[src/rtl/irq_pkg.sv]
package irq_pkg;
  localparam int unsigned IRQ_GROUPS  = 3;
  localparam int unsigned IRQ_GROUP_W = 8;
endpackage

[src/rtl/irq_group.sv]
module irq_group #(
  parameter int unsigned W = 8
) (
  input  logic         clk_i,
  input  logic         rst_ni,
  input  logic [W-1:0] evt_i,
  input  logic         st_clr_i,
  input  logic         en_wr_i,
  input  logic [W-1:0] wdata_i,
  output logic [W-1:0] status_o,
  output logic [W-1:0] enable_o,
  output logic         pend_o
);
  logic [W-1:0] status_q, enable_q, hit, clr;

  assign hit = evt_i & enable_q;
  assign clr = st_clr_i ? wdata_i : '0;

  always_ff @(posedge clk_i or negedge rst_ni) begin
    if (!rst_ni) begin
      status_q <= '0;
      enable_q <= '0;
    end else begin
      status_q <= (status_q & ~clr) | hit;  // set wins over clear
      if (en_wr_i) enable_q <= wdata_i;
    end
  end

  assign status_o = status_q;
  assign enable_o = enable_q;
  assign pend_o   = |status_q;

  a_r2_enabled_event_sets: assert property (@(posedge clk_i) disable iff (!rst_ni)
    (evt_i & enable_q) != '0 |=> (status_q & $past(evt_i & enable_q)) == $past(evt_i & enable_q));

  a_r3_no_unenabled_set: assert property (@(posedge clk_i) disable iff (!rst_ni)
    1'b1 |=> (status_q & ~$past(status_q) & ~$past(evt_i & enable_q)) == '0);

  a_r4_clear_only_written_ones: assert property (@(posedge clk_i) disable iff (!rst_ni)
    1'b1 |=> (($past(status_q) & ~status_q) & ~$past(clr)) == '0);

  a_r6_enable_write_keeps_status: assert property (@(posedge clk_i) disable iff (!rst_ni)
    (en_wr_i && !st_clr_i) |=> (status_q & $past(status_q)) == $past(status_q));
endmodule

[src/rtl/irq_rdmux.sv]
module irq_rdmux #(
  parameter int unsigned NG = 3,
  parameter int unsigned W  = 8,
  parameter int unsigned AW = 3
) (
  input  logic [NG*W-1:0] status_i,
  input  logic [NG*W-1:0] enable_i,
  input  logic [AW-1:0]   addr_i,
  output logic [W-1:0]    data_o
);
  always_comb begin
    data_o = '0;
    for (int g = 0; g < NG; g++) begin
      if (addr_i == AW'(g))      data_o = status_i[g*W +: W];
      if (addr_i == AW'(NG + g)) data_o = enable_i[g*W +: W];
    end
  end
endmodule

[src/rtl/irq_status_ctrl.sv]
module irq_status_ctrl
  import irq_pkg::*;
#(
  parameter int unsigned NG = IRQ_GROUPS,
  parameter int unsigned W  = IRQ_GROUP_W,
  localparam int unsigned NSRC = NG * W,
  localparam int unsigned AW   = $clog2(2 * NG)
) (
  input  logic            clk_i,
  input  logic            rst_ni,
  input  logic [NSRC-1:0] evt_i,
  input  logic            wr_en_i,
  input  logic [AW-1:0]   wr_addr_i,
  input  logic [W-1:0]    wr_data_i,
  input  logic [AW-1:0]   rd_addr_i,
  output logic [W-1:0]    rd_data_o,
  output logic            irq_no
);
  logic [NSRC-1:0] status_all, enable_all;
  logic [NG-1:0]   pend;

  for (genvar g = 0; g < NG; g++) begin : g_grp
    logic st_clr, en_wr;
    assign st_clr = wr_en_i && (wr_addr_i == AW'(g));
    assign en_wr  = wr_en_i && (wr_addr_i == AW'(NG + g));

    irq_group #(.W(W)) u_grp (
      .clk_i    (clk_i),
      .rst_ni   (rst_ni),
      .evt_i    (evt_i[g*W +: W]),
      .st_clr_i (st_clr),
      .en_wr_i  (en_wr),
      .wdata_i  (wr_data_i),
      .status_o (status_all[g*W +: W]),
      .enable_o (enable_all[g*W +: W]),
      .pend_o   (pend[g])
    );
  end

  irq_rdmux #(.NG(NG), .W(W), .AW(AW)) u_rdmux (
    .status_i (status_all),
    .enable_i (enable_all),
    .addr_i   (rd_addr_i),
    .data_o   (rd_data_o)
  );

  assign irq_no = ~|pend;

  a_r7_irq_tracks_status: assert property (@(posedge clk_i) disable iff (!rst_ni)
    irq_no == (status_all == '0));

  a_r1_reset_state: assert property (@(posedge clk_i)
    !rst_ni |-> (irq_no && status_all == '0 && enable_all == '0));

  a_r8_unused_addr_reads_zero: assert property (@(posedge clk_i) disable iff (!rst_ni)
    (rd_addr_i >= AW'(2 * NG)) |-> rd_data_o == '0);
endmodule

[config.mk]
export PLATFORM = sky130hd
export DESIGN_NAME = irq_status_ctrl
export DESIGN_NICKNAME = d
export VERILOG_FILES = /design/src/rtl/irq_pkg.sv /design/src/rtl/irq_group.sv /design/src/rtl/irq_rdmux.sv /design/src/rtl/irq_status_ctrl.sv
export SDC_FILE = /design/constraint.sdc
export NUM_CORES = 1
export LEC_CHECK = 0
export BUFFER_PORTS_ARGS = -buffer_cell sky130_fd_sc_hd__buf_2
export CORE_MARGIN = 2
export CORE_UTILIZATION = 50
export CTS_CLUSTER_DIAMETER = 50
export DETAILED_ROUTE_END_ITERATION = 12
export PLACE_DENSITY_LB_ADDON = 0.2
export SLEW_MARGIN = 10
export SYNTH_ARGS = -nofsm -noshare
export SYNTH_HDL_FRONTEND = slang
export SYNTH_SLANG_ARGS = --single-unit
[constraint.sdc]
create_clock -name clk_i -period 2.7 [get_ports clk_i]
set_clock_uncertainty 0.05 [all_clocks]
set_input_delay 0.135 -clock clk_i [delete_from_list [all_inputs] [get_ports clk_i]]
set_output_delay 0.135 -clock clk_i [all_outputs]
set_load 0.005 [all_outputs]
==> impl_metrics.xml, run 1 <==
<?xml version="1.0" encoding="UTF-8"?>
<metrics>
  <group name="outcome">
    <metric name="outcome" unit="">complete, but fails checks</metric>
    <metric name="violated_checks" unit="">hold timing</metric>
  </group>
  <group name="global_route">
    <metric name="overflow" unit="">0</metric>
    <metric name="grt_pass1_vias" unit="">1866</metric>
    <metric name="maximum_number_of_pins_on_one_net_before_global_route_repair" unit="">49</metric>
    <metric name="grt_pass1_wl" unit="um">9330</metric>
    <metric name="grt_antenna_before_repair" unit="">0</metric>
    <metric name="grt.total_usage" unit="">0.240</metric>
  </group>
  <group name="yosys">
    <metric name="synth.mux.area_fraction" unit="">0.156</metric>
    <metric name="synth_top_family_by_area" unit="">compound AO/OA/AOI/OAI gates</metric>
    <metric name="synth_nets" unit="">240</metric>
    <metric name="total_of_flip_flops_plus_latches_after_synthesis" unit="">48</metric>
    <metric name="synth_top_area_frac" unit="">0.519</metric>
    <metric name="synth-main-ff-cell" unit="">sky130_fd_sc_hd__dfrtp_1</metric>
    <metric name="post_synth.cell_area_avg" unit="um2">11.6</metric>
    <metric name="synth_edf_count" unit="">0</metric>
    <metric name="synthXorXnorAreaFrac" unit="">0</metric>
    <metric name="synthArstFlopShare" unit="">1.00</metric>
    <metric name="synth.largest_area_cell" unit="">sky130_fd_sc_hd__dfrtp_1</metric>
    <metric name="synth-warning-count" unit="">0</metric>
    <metric name="synth-seq-area-share" unit="">0.519</metric>
    <metric name="yosys-top-cells-count" unit="">sky130_fd_sc_hd__dfrtp_1, sky130_fd_sc_hd__nand2_1, sky130_fd_sc_hd__mux2_2</metric>
    <metric name="post_synth_fa_ha_maj_area_fraction" unit="">0</metric>
    <metric name="synth_compound_area_frac" unit="">0.169</metric>
    <metric name="yosys.cell_count.top_type" unit="">sky130_fd_sc_hd__dfrtp_1</metric>
    <metric name="synthesis.area" unit="mm2">0.00231</metric>
    <metric name="netlist_top_cells_area" unit="">sky130_fd_sc_hd__dfrtp_1, sky130_fd_sc_hd__mux2_2, sky130_fd_sc_hd__a22o_1</metric>
    <metric name="netlist_instances" unit="">199</metric>
    <metric name="synthSimpleGateAreaFrac" unit="">0.138</metric>
    <metric name="synthDistinctLibCells" unit="">24</metric>
  </group>
  <group name="route">
    <metric name="drt_drc_violations_left" unit="">0</metric>
    <metric name="highest-signal-layer" unit="">met4</metric>
    <metric name="dr_wl_met3" unit="um">406</metric>
    <metric name="detail_route.wirelength.met1" unit="um">2710</metric>
    <metric name="wl_met2" unit="um">2660</metric>
    <metric name="vias" unit="">1892</metric>
    <metric name="post_detailed_route_via_to_cell_ratio" unit="">6.31</metric>
    <metric name="drt_wl_total" unit="um">5890</metric>
    <metric name="drt_iter0_markers" unit="">168</metric>
    <metric name="detail_route.first_pass.iterations" unit="">4</metric>
    <metric name="wl_per_cell" unit="um">19.6</metric>
    <metric name="postRouteAntennaNets" unit="">0</metric>
  </group>
  <group name="critical_path">
    <metric name="crit_path_max_incr_delay" unit="ns">0.41</metric>
    <metric name="crit_type" unit="">flop to output port</metric>
    <metric name="crit_arrival" unit="ns">1.48</metric>
    <metric name="critical_path_required" unit="ns">2.52</metric>
    <metric name="timing.critical_path.max_delay_family" unit="">simple AND/OR/NAND/NOR gates</metric>
    <metric name="critPathCaptureType" unit="">output port</metric>
    <metric name="timing.critical_path.from_type" unit="">flop</metric>
    <metric name="cp_max_fo" unit="">3</metric>
    <metric name="crit_path_cell_trace" unit="">nor4_1, nand4_1, nor2_1, buf_2</metric>
    <metric name="critical-path-slowest-cell" unit="">sky130_fd_sc_hd__dfrtp_1</metric>
    <metric name="critPathBufInv" unit="">1</metric>
  </group>
  <group name="floorplanning">
    <metric name="ioPinCount" unit="">50</metric>
    <metric name="rows" unit="">24</metric>
    <metric name="dieHeight" unit="um">72.0</metric>
    <metric name="core" unit="mm2">0.00441</metric>
    <metric name="floorplan.die.width" unit="um">72.0</metric>
    <metric name="die-area" unit="mm2">0.00519</metric>
    <metric name="start_util" unit="">0.524</metric>
  </group>
  <group name="timing">
    <metric name="setup-tns-final" unit="ns">0</metric>
    <metric name="timing.fmax" unit="MHz">599</metric>
    <metric name="unrepaired_setup_endpoints_after_global_routing" unit="">no</metric>
    <metric name="final.hold.worst_slack" unit="ns">-0.0436</metric>
    <metric name="final_min_period_over_clock_period" unit="">0.618</metric>
    <metric name="max-slew-margin-rel" unit="">0.302</metric>
    <metric name="hold_viol" unit="">51</metric>
    <metric name="min_period" unit="ns">1.67</metric>
    <metric name="finalMaxSlewViolations" unit="">0</metric>
    <metric name="worst-slew-pin-transition" unit="ns">1.05</metric>
    <metric name="setup_viol_count_final" unit="">0</metric>
  </group>
  <group name="cts">
    <metric name="tritoncts_clock_tree" unit="">built</metric>
    <metric name="worstSkewPairLatency" unit="ns">0.30</metric>
    <metric name="clock_tree.buffer_depth" unit="">2</metric>
    <metric name="cts.root.buffer_cell" unit="">sky130_fd_sc_hd__clkbuf_8</metric>
    <metric name="num_cts_buffers" unit="">5</metric>
    <metric name="clock_net_sink_count" unit="">48</metric>
    <metric name="cts_post_setup_buffers_inserted" unit="">0</metric>
    <metric name="cts_max_level" unit="">2</metric>
    <metric name="path_clk_slew" unit="ns">0.09</metric>
    <metric name="hold_buffers" unit="">0</metric>
    <metric name="post_cts_resized" unit="">0</metric>
  </group>
  <group name="cells_and_area">
    <metric name="final_cell_area" unit="mm2">0.00266</metric>
    <metric name="postLayoutCoreUtil" unit="">0.603</metric>
    <metric name="final_layout_size_suffix_gt1_frac" unit="">0.379</metric>
    <metric name="n_antenna_cell" unit="">0</metric>
    <metric name="final.fill_count" unit="">371</metric>
    <metric name="syn2layout_area_growth" unit="%">15.1</metric>
    <metric name="design.final.nets" unit="">289</metric>
  </group>
  <group name="job">
    <metric name="cap_viol_max_count" unit="">0</metric>
  </group>
  <group name="placed_design">
    <metric name="port_buffers" unit="">49</metric>
    <metric name="place_area" unit="mm2">0.00259</metric>
    <metric name="hpwlAfterDp" unit="um">4080</metric>
    <metric name="gp_routability_congestion" unit="">0.800</metric>
  </group>
  <group name="power">
    <metric name="power.density" unit="mW/mm2">621</metric>
    <metric name="leakage" unit="nW">1.14</metric>
    <metric name="ir_worst_vdd" unit="mV">0.287</metric>
  </group>
  <group name="worst_hold_path">
    <metric name="timing.hold.worst.class" unit="">input pin to asynchronous set/reset pin</metric>
  </group>
</metrics>
==> through the flow <==
step	instances	total power [mW]	worst slack (ns)	hold slack, ns
final	300	1.66	1.03	-0.0436
after global routing	300	1.73	0.920	0.00131
after CTS	300	1.65	0.994	0.00165
after detailed placement	293	1.25	1.18	0.312
after global placement	293	1.24	1.22	0.309
after floorplan	199	1.11	1.56	-0.211
==> state kept, by name, summed over array words and instances, names as in the netlist <==
signal / flops
g_grp.u_grp.enable_o: 24
g_grp.u_grp.status_o: 24
==> layout by cell type, fill, tap and decap left out, drive strengths merged <==
cell type,count
nand4b,2
o22ai,7
buf,49
nor4b,1
nor3,1
mux2,32
nand3b,1
a22o,24
o31ai,1
and4bb,2
or3b,1
clkbuf,6
clkinv,1
nor2,2
or4b,1
a31oi,8
nand2,35
dfrtp,48
o21ai,16
nand4,1
inv,1
nor4,6
nor2b,2
==> cell families after synthesis <==
kind of cell,Yosys count
buf+inv,8
compound gates,56
mux,32
simple gates,55
flops,48
==> final cells by class <==
| type | instances | area (um2) | area share |
|---|---|---|---|
| well taps | 52 | 65.1 | 0.0244 |
| clock inverters | 1 | 5.00 | 0.00188 |
| multi-input cells | 143 | 1070 | 0.402 |
| inverters | 1 | 3.75 | 0.00141 |
| clock buffers | 6 | 72.6 | 0.0272 |
| flip-flops and latches | 48 | 1200 | 0.451 |
| repair buffers | 49 | 245 | 0.0921 |
==> where the power goes <==
part           total [mW]  switching (mW)  internal (mW)
Clock               0.417           0.240          0.177
Combinational       0.287           0.124          0.163
Sequential          0.952           0.109          0.843
Total                1.66           0.473           1.18
==> worst paths after layout <==
kind	startpoint	to	slack, ns	cells after the start
worst max-delay path	g_grp[0].u_grp.status_o[2]	irq_no	1.03	4
worst min-delay path	rst_ni	g_grp[2].u_grp.enable_o[2]	-0.04	1
worst max register to register	g_grp[2].u_grp.enable_o[4]	g_grp[2].u_grp.enable_o[4]	1.84	1
worst min register to register	g_grp[0].u_grp.enable_o[0]	g_grp[0].u_grp.status_o[0]	0.48	1
max in group asynchronous	rst_ni	g_grp[0].u_grp.enable_o[0]	1.99	1
min in group clk_i	evt_i[0]	g_grp[0].u_grp.status_o[0]	0	2
==> routing by layer <==
| metal | up-vias | GRT usage |
|---|---|---|
| met2 | 87 | 0.358 |
| met1 | 944 | 0.350 |
| met5 | - | 0 |
| met4 | 0 | 0.0839 |
| li1 | 847 | - |
| met3 | 14 | 0.0528 |
(Power assumes the default switching activity.)
==> inputs of run 2 (changes only) <==
Settings changed: CORE_UTILIZATION 50 to 48.
Clock period 2.7 ns to 1.5 ns, I/O delays scaled along.
==> impl_metrics.xml, run 2 (synthesized netlist as in run 1, its figures left out) <==
<?xml version="1.0" encoding="UTF-8"?>
<metrics>
  <group name="outcome">
    <metric name="outcome" unit="">complete, but fails checks</metric>
    <metric name="violated_checks" unit="">setup timing</metric>
  </group>
  <group name="critical_path">
    <metric name="critical-path-slowest-cell" unit="">sky130_fd_sc_hd__or4b_1</metric>
    <metric name="cp_max_fo" unit="">3</metric>
    <metric name="crit_type" unit="">flop to output port</metric>
    <metric name="worstSetupStartpoint" unit="">g_grp[2].u_grp.status_o[7]</metric>
    <metric name="crit_path_max_incr_delay" unit="ns">0.47</metric>
    <metric name="critical_path_required" unit="ns">1.37</metric>
    <metric name="timing.critical_path.from_type" unit="">flop</metric>
    <metric name="critPathCaptureType" unit="">output port</metric>
    <metric name="crit_path_cell_trace" unit="">or4b_1, o31ai_1, a31oi_1, buf_2</metric>
    <metric name="crit_arrival" unit="ns">1.44</metric>
    <metric name="crit-reg2reg-launch" unit="">g_grp[2].u_grp.status_o[7]</metric>
    <metric name="critPathBufInv" unit="">1</metric>
    <metric name="timing.critical_path.max_delay_family" unit="">simple AND/OR/NAND/NOR gates</metric>
  </group>
  <group name="power">
    <metric name="power" unit="mW">3.30</metric>
    <metric name="ir_worst_vdd" unit="mV">0.601</metric>
    <metric name="p_int" unit="mW">2.39</metric>
    <metric name="power.density" unit="mW/mm2">1070</metric>
    <metric name="net-switching-power" unit="mW">0.914</metric>
    <metric name="sequentialPowerShare" unit="">0.521</metric>
    <metric name="leakage" unit="nW">1.33</metric>
    <metric name="sw_frac_of_total" unit="">0.277</metric>
    <metric name="comb_power_share" unit="">0.184</metric>
    <metric name="p_clk_frac" unit="">0.295</metric>
  </group>
  <group name="cells_and_area">
    <metric name="design.final.nets" unit="">327</metric>
    <metric name="final_layout_size_suffix_gt1_frac" unit="">0.394</metric>
    <metric name="mostFrequentLayoutCell" unit="">sky130_fd_sc_hd__buf_2</metric>
    <metric name="syn2layout_area_growth" unit="%">33.5</metric>
    <metric name="final.fill_count" unit="">374</metric>
    <metric name="n_antenna_cell" unit="">0</metric>
    <metric name="final_cell_mix" unit="">sky130_fd_sc_hd__buf_2, sky130_fd_sc_hd__dfrtp_1, sky130_fd_sc_hd__nand2_1, sky130_fd_sc_hd__mux2_2, sky130_fd_sc_hd__dlygate4sd3_1</metric>
    <metric name="post_layout_nonfiller_instances" unit="">341</metric>
  </group>
  <group name="floorplanning">
    <metric name="start_util" unit="">0.493</metric>
    <metric name="core" unit="mm2">0.00469</metric>
    <metric name="dieHeight" unit="um">73.4</metric>
    <metric name="floorplan.die.width" unit="um">73.4</metric>
    <metric name="die-area" unit="mm2">0.00539</metric>
    <metric name="rows" unit="">25</metric>
    <metric name="ioPinCount" unit="">50</metric>
  </group>
  <group name="placed_design">
    <metric name="hpwlAfterDp" unit="um">4270</metric>
    <metric name="place_inst" unit="">305</metric>
    <metric name="gp_routability_congestion" unit="">0.859</metric>
    <metric name="port_buffers" unit="">49</metric>
  </group>
  <group name="route">
    <metric name="drt_drc_violations_left" unit="">0</metric>
    <metric name="wl_per_cell" unit="um">18.2</metric>
    <metric name="post_detailed_route_via_to_cell_ratio" unit="">5.83</metric>
    <metric name="postRouteAntennaNets" unit="">0</metric>
    <metric name="vias" unit="">1989</metric>
    <metric name="detail_route.first_pass.iterations" unit="">4</metric>
    <metric name="drt_iter0_markers" unit="">104</metric>
    <metric name="drt_wl_total" unit="um">6200</metric>
  </group>
  <group name="timing">
    <metric name="final_min_period_over_clock_period" unit="">1.05</metric>
    <metric name="min_period" unit="ns">1.57</metric>
    <metric name="setup_viol_count_final" unit="">2</metric>
    <metric name="max-slew-margin-rel" unit="">0.731</metric>
    <metric name="unrepaired_setup_endpoints_after_global_routing" unit="">yes</metric>
    <metric name="worst-slew-pin-transition" unit="ns">0.402</metric>
    <metric name="fin_ws" unit="ns">-0.0692</metric>
    <metric name="timing.fmax" unit="MHz">637</metric>
    <metric name="hold_viol" unit="">0</metric>
    <metric name="finalMaxSlewViolations" unit="">0</metric>
  </group>
  <group name="cts">
    <metric name="clock_tree.buffer_depth" unit="">2</metric>
    <metric name="worstSkewPairLatency" unit="ns">0.31</metric>
    <metric name="clock_net_sink_count" unit="">48</metric>
    <metric name="tritoncts_clock_tree" unit="">built</metric>
    <metric name="cts_max_level" unit="">2</metric>
    <metric name="num_cts_buffers" unit="">5</metric>
    <metric name="cts.root.buffer_cell" unit="">sky130_fd_sc_hd__clkbuf_8</metric>
    <metric name="path_clk_slew" unit="ns">0.10</metric>
  </group>
  <group name="worst_hold_path">
    <metric name="timing.hold.worst.class" unit="">input pin to flop</metric>
    <metric name="hold_start" unit="">wr_data_i[4]</metric>
  </group>
  <group name="job">
    <metric name="cap_viol_max_count" unit="">0</metric>
  </group>
  <group name="global_route">
    <metric name="grt.total_usage" unit="">0.243</metric>
    <metric name="grt_pass1_vias" unit="">1960</metric>
    <metric name="grt_antenna_before_repair" unit="">0</metric>
    <metric name="grt_pass1_wl" unit="um">9660</metric>
    <metric name="overflow" unit="">0</metric>
    <metric name="maximum_number_of_pins_on_one_net_before_global_route_repair" unit="">35</metric>
  </group>
</metrics>
-- run 2: cell count changes in the layout (fill, tap and decap cells not counted), sizes merged --
cell         delta
clkinvlp        +1
dlygate4sd3    +25
clkbuf          -1
buf            +13
inv             +1
clkinv          -1
bufinv          +1
-- run 2: final timing paths --
path | endpoint | cells after the start | slack [ns]
setup / recovery | rd_data_o[7] | 4 | -0.07
hold / removal | g_grp[2].u_grp.enable_o[4] | 2 | 0.02
setup reg to reg | g_grp[2].u_grp.status_o[7] | 3 | 0.51
hold reg to reg | g_grp[0].u_grp.status_o[7] | 1 | 0.48
max in group asynchronous | g_grp[0].u_grp.enable_o[5] | 3 | 0.75
min in group asynchronous | g_grp[1].u_grp.enable_o[6] | 2 | 0.15
-- run 2: layout make-up --
type	count	area, um2	share of cell area
clock buffers	5	68.8	0.0223
clock inverters	3	46.3	0.0150
inverters	1	3.75	0.00122
multi-input cells	143	1100	0.355
flip-flops and latches	48	1200	0.389
well taps	54	67.6	0.0219
repair buffers	87	606	0.196
-- run 2: power by group through the flow --
stage | logic (mW) | registers [mW] | clock network [mW]
after floorplan | 0.336 | 1.66 | 0
after global placement | 0.525 | 1.73 | 0
after detailed placement | 0.541 | 1.73 | 0
after CTS | 0.603 | 1.71 | 0.986
after global routing | 0.665 | 1.74 | 1.04
final | 0.607 | 1.72 | 0.975
-- run 2: repair_timing --
item,4_1_cts,5_1_grt
hold endpoints to repair,72,0
resized for setup,2,2
hold buffers,25,0
setup endpoints to repair,2,2
buffers inserted,2,1
-- run 2: worst reg2reg max path, cell delays in order (launching register included) --
cell and delay, ns:
sky130_fd_sc_hd__dfrtp_1 0.40, sky130_fd_sc_hd__buf_4 0.13, sky130_fd_sc_hd__buf_4 0.12, sky130_fd_sc_hd__a22o_1 0.19
-- run 2: routing by layer --
layer,track usage,wire length (um),vias up
met3,0.0494,260,11
met4,0.0869,99,0
met1,0.351,2900,995
li1,-,-,928
met5,0,0,-
met2,0.362,2940,55
-- run 2: through the flow --
step	setup TNS [ns]	setup WS, ns	hold slack [ns]	utilization	area, um2
2_1_floorplan	0	0.417	-0.271	-	2310
3_3_place_gp	0	0.192	-0.0474	0.570	2680
3_5_place_dp	0	0.177	-0.0453	0.570	2680
4_1_cts	-0.135	-0.0730	0.0159	0.654	3070
5_1_grt	-0.212	-0.126	0.0147	0.658	3090
6_report	-0.105	-0.0692	0.0204	0.658	3090
==> inputs of run 3 (changes only) <==
Settings changed: CORE_MARGIN 2 to 4.
==> impl_metrics.xml, run 3 (synthesized netlist as in run 1, its figures left out) <==
<?xml version="1.0" encoding="UTF-8"?>
<metrics>
  <group name="outcome">
    <metric name="outcome" unit="">complete, but fails checks</metric>
    <metric name="violated_checks" unit="">setup timing</metric>
  </group>
  <group name="floorplanning">
    <metric name="core" unit="mm2">0.00469</metric>
    <metric name="start_util" unit="">0.493</metric>
    <metric name="ioPinCount" unit="">50</metric>
    <metric name="floorplan.die.width" unit="um">77.4</metric>
    <metric name="die-area" unit="mm2">0.00600</metric>
    <metric name="dieHeight" unit="um">77.4</metric>
    <metric name="rows" unit="">25</metric>
  </group>
  <group name="placed_design">
    <metric name="gp_routability_congestion" unit="">0.861</metric>
    <metric name="hpwlAfterDp" unit="um">4510</metric>
    <metric name="port_buffers" unit="">49</metric>
    <metric name="place_area" unit="mm2">0.00269</metric>
  </group>
  <group name="power">
    <metric name="leakage" unit="nW">1.34</metric>
    <metric name="power.density" unit="mW/mm2">1040</metric>
    <metric name="ir_worst_vdd" unit="mV">0.666</metric>
  </group>
  <group name="timing">
    <metric name="min_period" unit="ns">1.60</metric>
    <metric name="max-slew-margin-rel" unit="">0.714</metric>
    <metric name="worst-slew-pin-transition" unit="ns">0.429</metric>
    <metric name="fin_ws" unit="ns">-0.0989</metric>
    <metric name="finalMaxSlewViolations" unit="">0</metric>
    <metric name="final_min_period_over_clock_period" unit="">1.07</metric>
    <metric name="timing.fmax" unit="MHz">625</metric>
    <metric name="unrepaired_setup_endpoints_after_global_routing" unit="">yes</metric>
    <metric name="setup_viol_count_final" unit="">2</metric>
    <metric name="hold_viol" unit="">0</metric>
  </group>
  <group name="critical_path">
    <metric name="crit_arrival" unit="ns">1.47</metric>
    <metric name="crit_type" unit="">flop to output port</metric>
    <metric name="critical-path-slowest-cell" unit="">sky130_fd_sc_hd__or4b_4</metric>
    <metric name="crit_path_max_incr_delay" unit="ns">0.49</metric>
    <metric name="critPathBufInv" unit="">1</metric>
    <metric name="cp_max_fo" unit="">3</metric>
    <metric name="critical_path_cell_count" unit="">4</metric>
    <metric name="critical_path_required" unit="ns">1.37</metric>
    <metric name="timing.critical_path.from_type" unit="">flop</metric>
    <metric name="timing.critical_path.max_delay_family" unit="">simple AND/OR/NAND/NOR gates</metric>
    <metric name="worst-r2r-cell-count" unit="">2</metric>
    <metric name="critPathCaptureType" unit="">output port</metric>
    <metric name="crit_path_cell_trace" unit="">or4b_4, o31ai_2, a31oi_1, buf_2</metric>
  </group>
  <group name="global_route">
    <metric name="maximum_number_of_pins_on_one_net_before_global_route_repair" unit="">20</metric>
    <metric name="grt_pass1_vias" unit="">2100</metric>
    <metric name="grt_antenna_before_repair" unit="">0</metric>
    <metric name="grt.total_usage" unit="">0.225</metric>
    <metric name="grt_pass1_wl" unit="um">10500</metric>
    <metric name="overflow" unit="">0</metric>
  </group>
  <group name="cells_and_area">
    <metric name="mostFrequentLayoutCell" unit="">sky130_fd_sc_hd__buf_2</metric>
    <metric name="final_cell_mix" unit="">sky130_fd_sc_hd__buf_2, sky130_fd_sc_hd__dfrtp_1, sky130_fd_sc_hd__nand2_1, sky130_fd_sc_hd__mux2_2, sky130_fd_sc_hd__dlygate4sd3_1</metric>
    <metric name="postLayoutCoreUtil" unit="">0.661</metric>
    <metric name="design.final.nets" unit="">329</metric>
    <metric name="syn2layout_area_growth" unit="%">34.1</metric>
    <metric name="final.fill_count" unit="">377</metric>
    <metric name="final_layout_size_suffix_gt1_frac" unit="">0.411</metric>
    <metric name="n_antenna_cell" unit="">0</metric>
    <metric name="final_cell_area" unit="mm2">0.00310</metric>
  </group>
  <group name="worst_hold_path">
    <metric name="timing.hold.worst.class" unit="">input pin to flop</metric>
    <metric name="worst_hold_path.num_cells" unit="">2</metric>
  </group>
  <group name="route">
    <metric name="detail_route.wirelength.met1" unit="um">2910</metric>
    <metric name="wl_met2" unit="um">3200</metric>
    <metric name="dr_wl_met3" unit="um">410</metric>
    <metric name="postRouteAntennaNets" unit="">0</metric>
    <metric name="drt_iter0_markers" unit="">123</metric>
    <metric name="vias" unit="">2030</metric>
    <metric name="drt_wl_total" unit="um">6610</metric>
    <metric name="detail_route.first_pass.iterations" unit="">4</metric>
    <metric name="highest-signal-layer" unit="">met4</metric>
    <metric name="post_detailed_route_via_to_cell_ratio" unit="">5.95</metric>
    <metric name="wl_per_cell" unit="um">19.4</metric>
    <metric name="drt_drc_violations_left" unit="">0</metric>
  </group>
  <group name="cts">
    <metric name="path_clk_slew" unit="ns">0.08</metric>
    <metric name="cts.root.buffer_cell" unit="">sky130_fd_sc_hd__clkbuf_8</metric>
    <metric name="num_cts_buffers" unit="">5</metric>
    <metric name="clock_net_sink_count" unit="">48</metric>
    <metric name="worstSkewPairLatency" unit="ns">0.30</metric>
    <metric name="tritoncts_clock_tree" unit="">built</metric>
    <metric name="clock_tree.buffer_depth" unit="">2</metric>
    <metric name="cts_max_level" unit="">2</metric>
  </group>
  <group name="job">
    <metric name="cap_viol_max_count" unit="">0</metric>
  </group>
</metrics>
[run 3: power by group]
part	internal (mW)	total (mW)	switching, mW
clock network	0.479	0.889	0.411
logic	0.369	0.618	0.249
registers	1.52	1.73	0.214
[run 3: final timing paths]
check | slack (ns) | from | endpoint
worst max-delay path | -0.1 | g_grp[2].u_grp.status_o[7] | rd_data_o[7]
worst min-delay path | 0.03 | wr_data_i[1] | g_grp[0].u_grp.enable_o[1]
worst max register to register | 0.57 | g_grp[0].u_grp.status_o[4] | g_grp[0].u_grp.status_o[4]
worst min register to register | 0.48 | g_grp[1].u_grp.enable_o[3] | g_grp[1].u_grp.status_o[3]
max in group asynchronous | 0.61 | rst_ni | g_grp[0].u_grp.status_o[4]
min in group asynchronous | 0.19 | rst_ni | g_grp[1].u_grp.enable_o[2]
[run 3: timing repair]
action	CTS	global route
pin swaps	0	0
setup buffers	0	2
setup endpoints to repair	2	3
resized for setup	2	8
endpoints found under the hold margin	41	0
hold buffers	25	0
[run 3: area by class of cell]
cell class                 count  area, um2  share of cell area
tap                           54       67.6              0.0218
multi-input combinational    143       1120               0.362
inverter                       1       3.75             0.00121
clock buffer                   5       68.8              0.0222
timing repair buffer          89        608               0.196
clock inverter                 1       30.0             0.00968
sequential                    48       1200               0.387
[run 3: metrics by stage]
step / hold slack (ns) / worst slack, ns / TNS (ns) / power, mW / cells
global route: 0.0397 / -0.152 / -0.307 / 3.39 / 341
global placement: -0.0160 / 0.210 / 0 / 2.26 / 308
finish: 0.0328 / -0.0989 / -0.133 / 3.24 / 341
CTS: 0.0284 / -0.0962 / -0.175 / 3.21 / 339
floorplan: -0.271 / 0.417 / 0 / 2.00 / 199
detailed placement: -0.00994 / 0.185 / 0 / 2.28 / 308
[run 3: metal layers]
layer / global-route usage / vias up
met2: 0.361 / 81
met3: 0.0348 / 10
met1: 0.307 / 1002
met4: 0.0854 / 0
li1: - / 937
met5: 0 / -
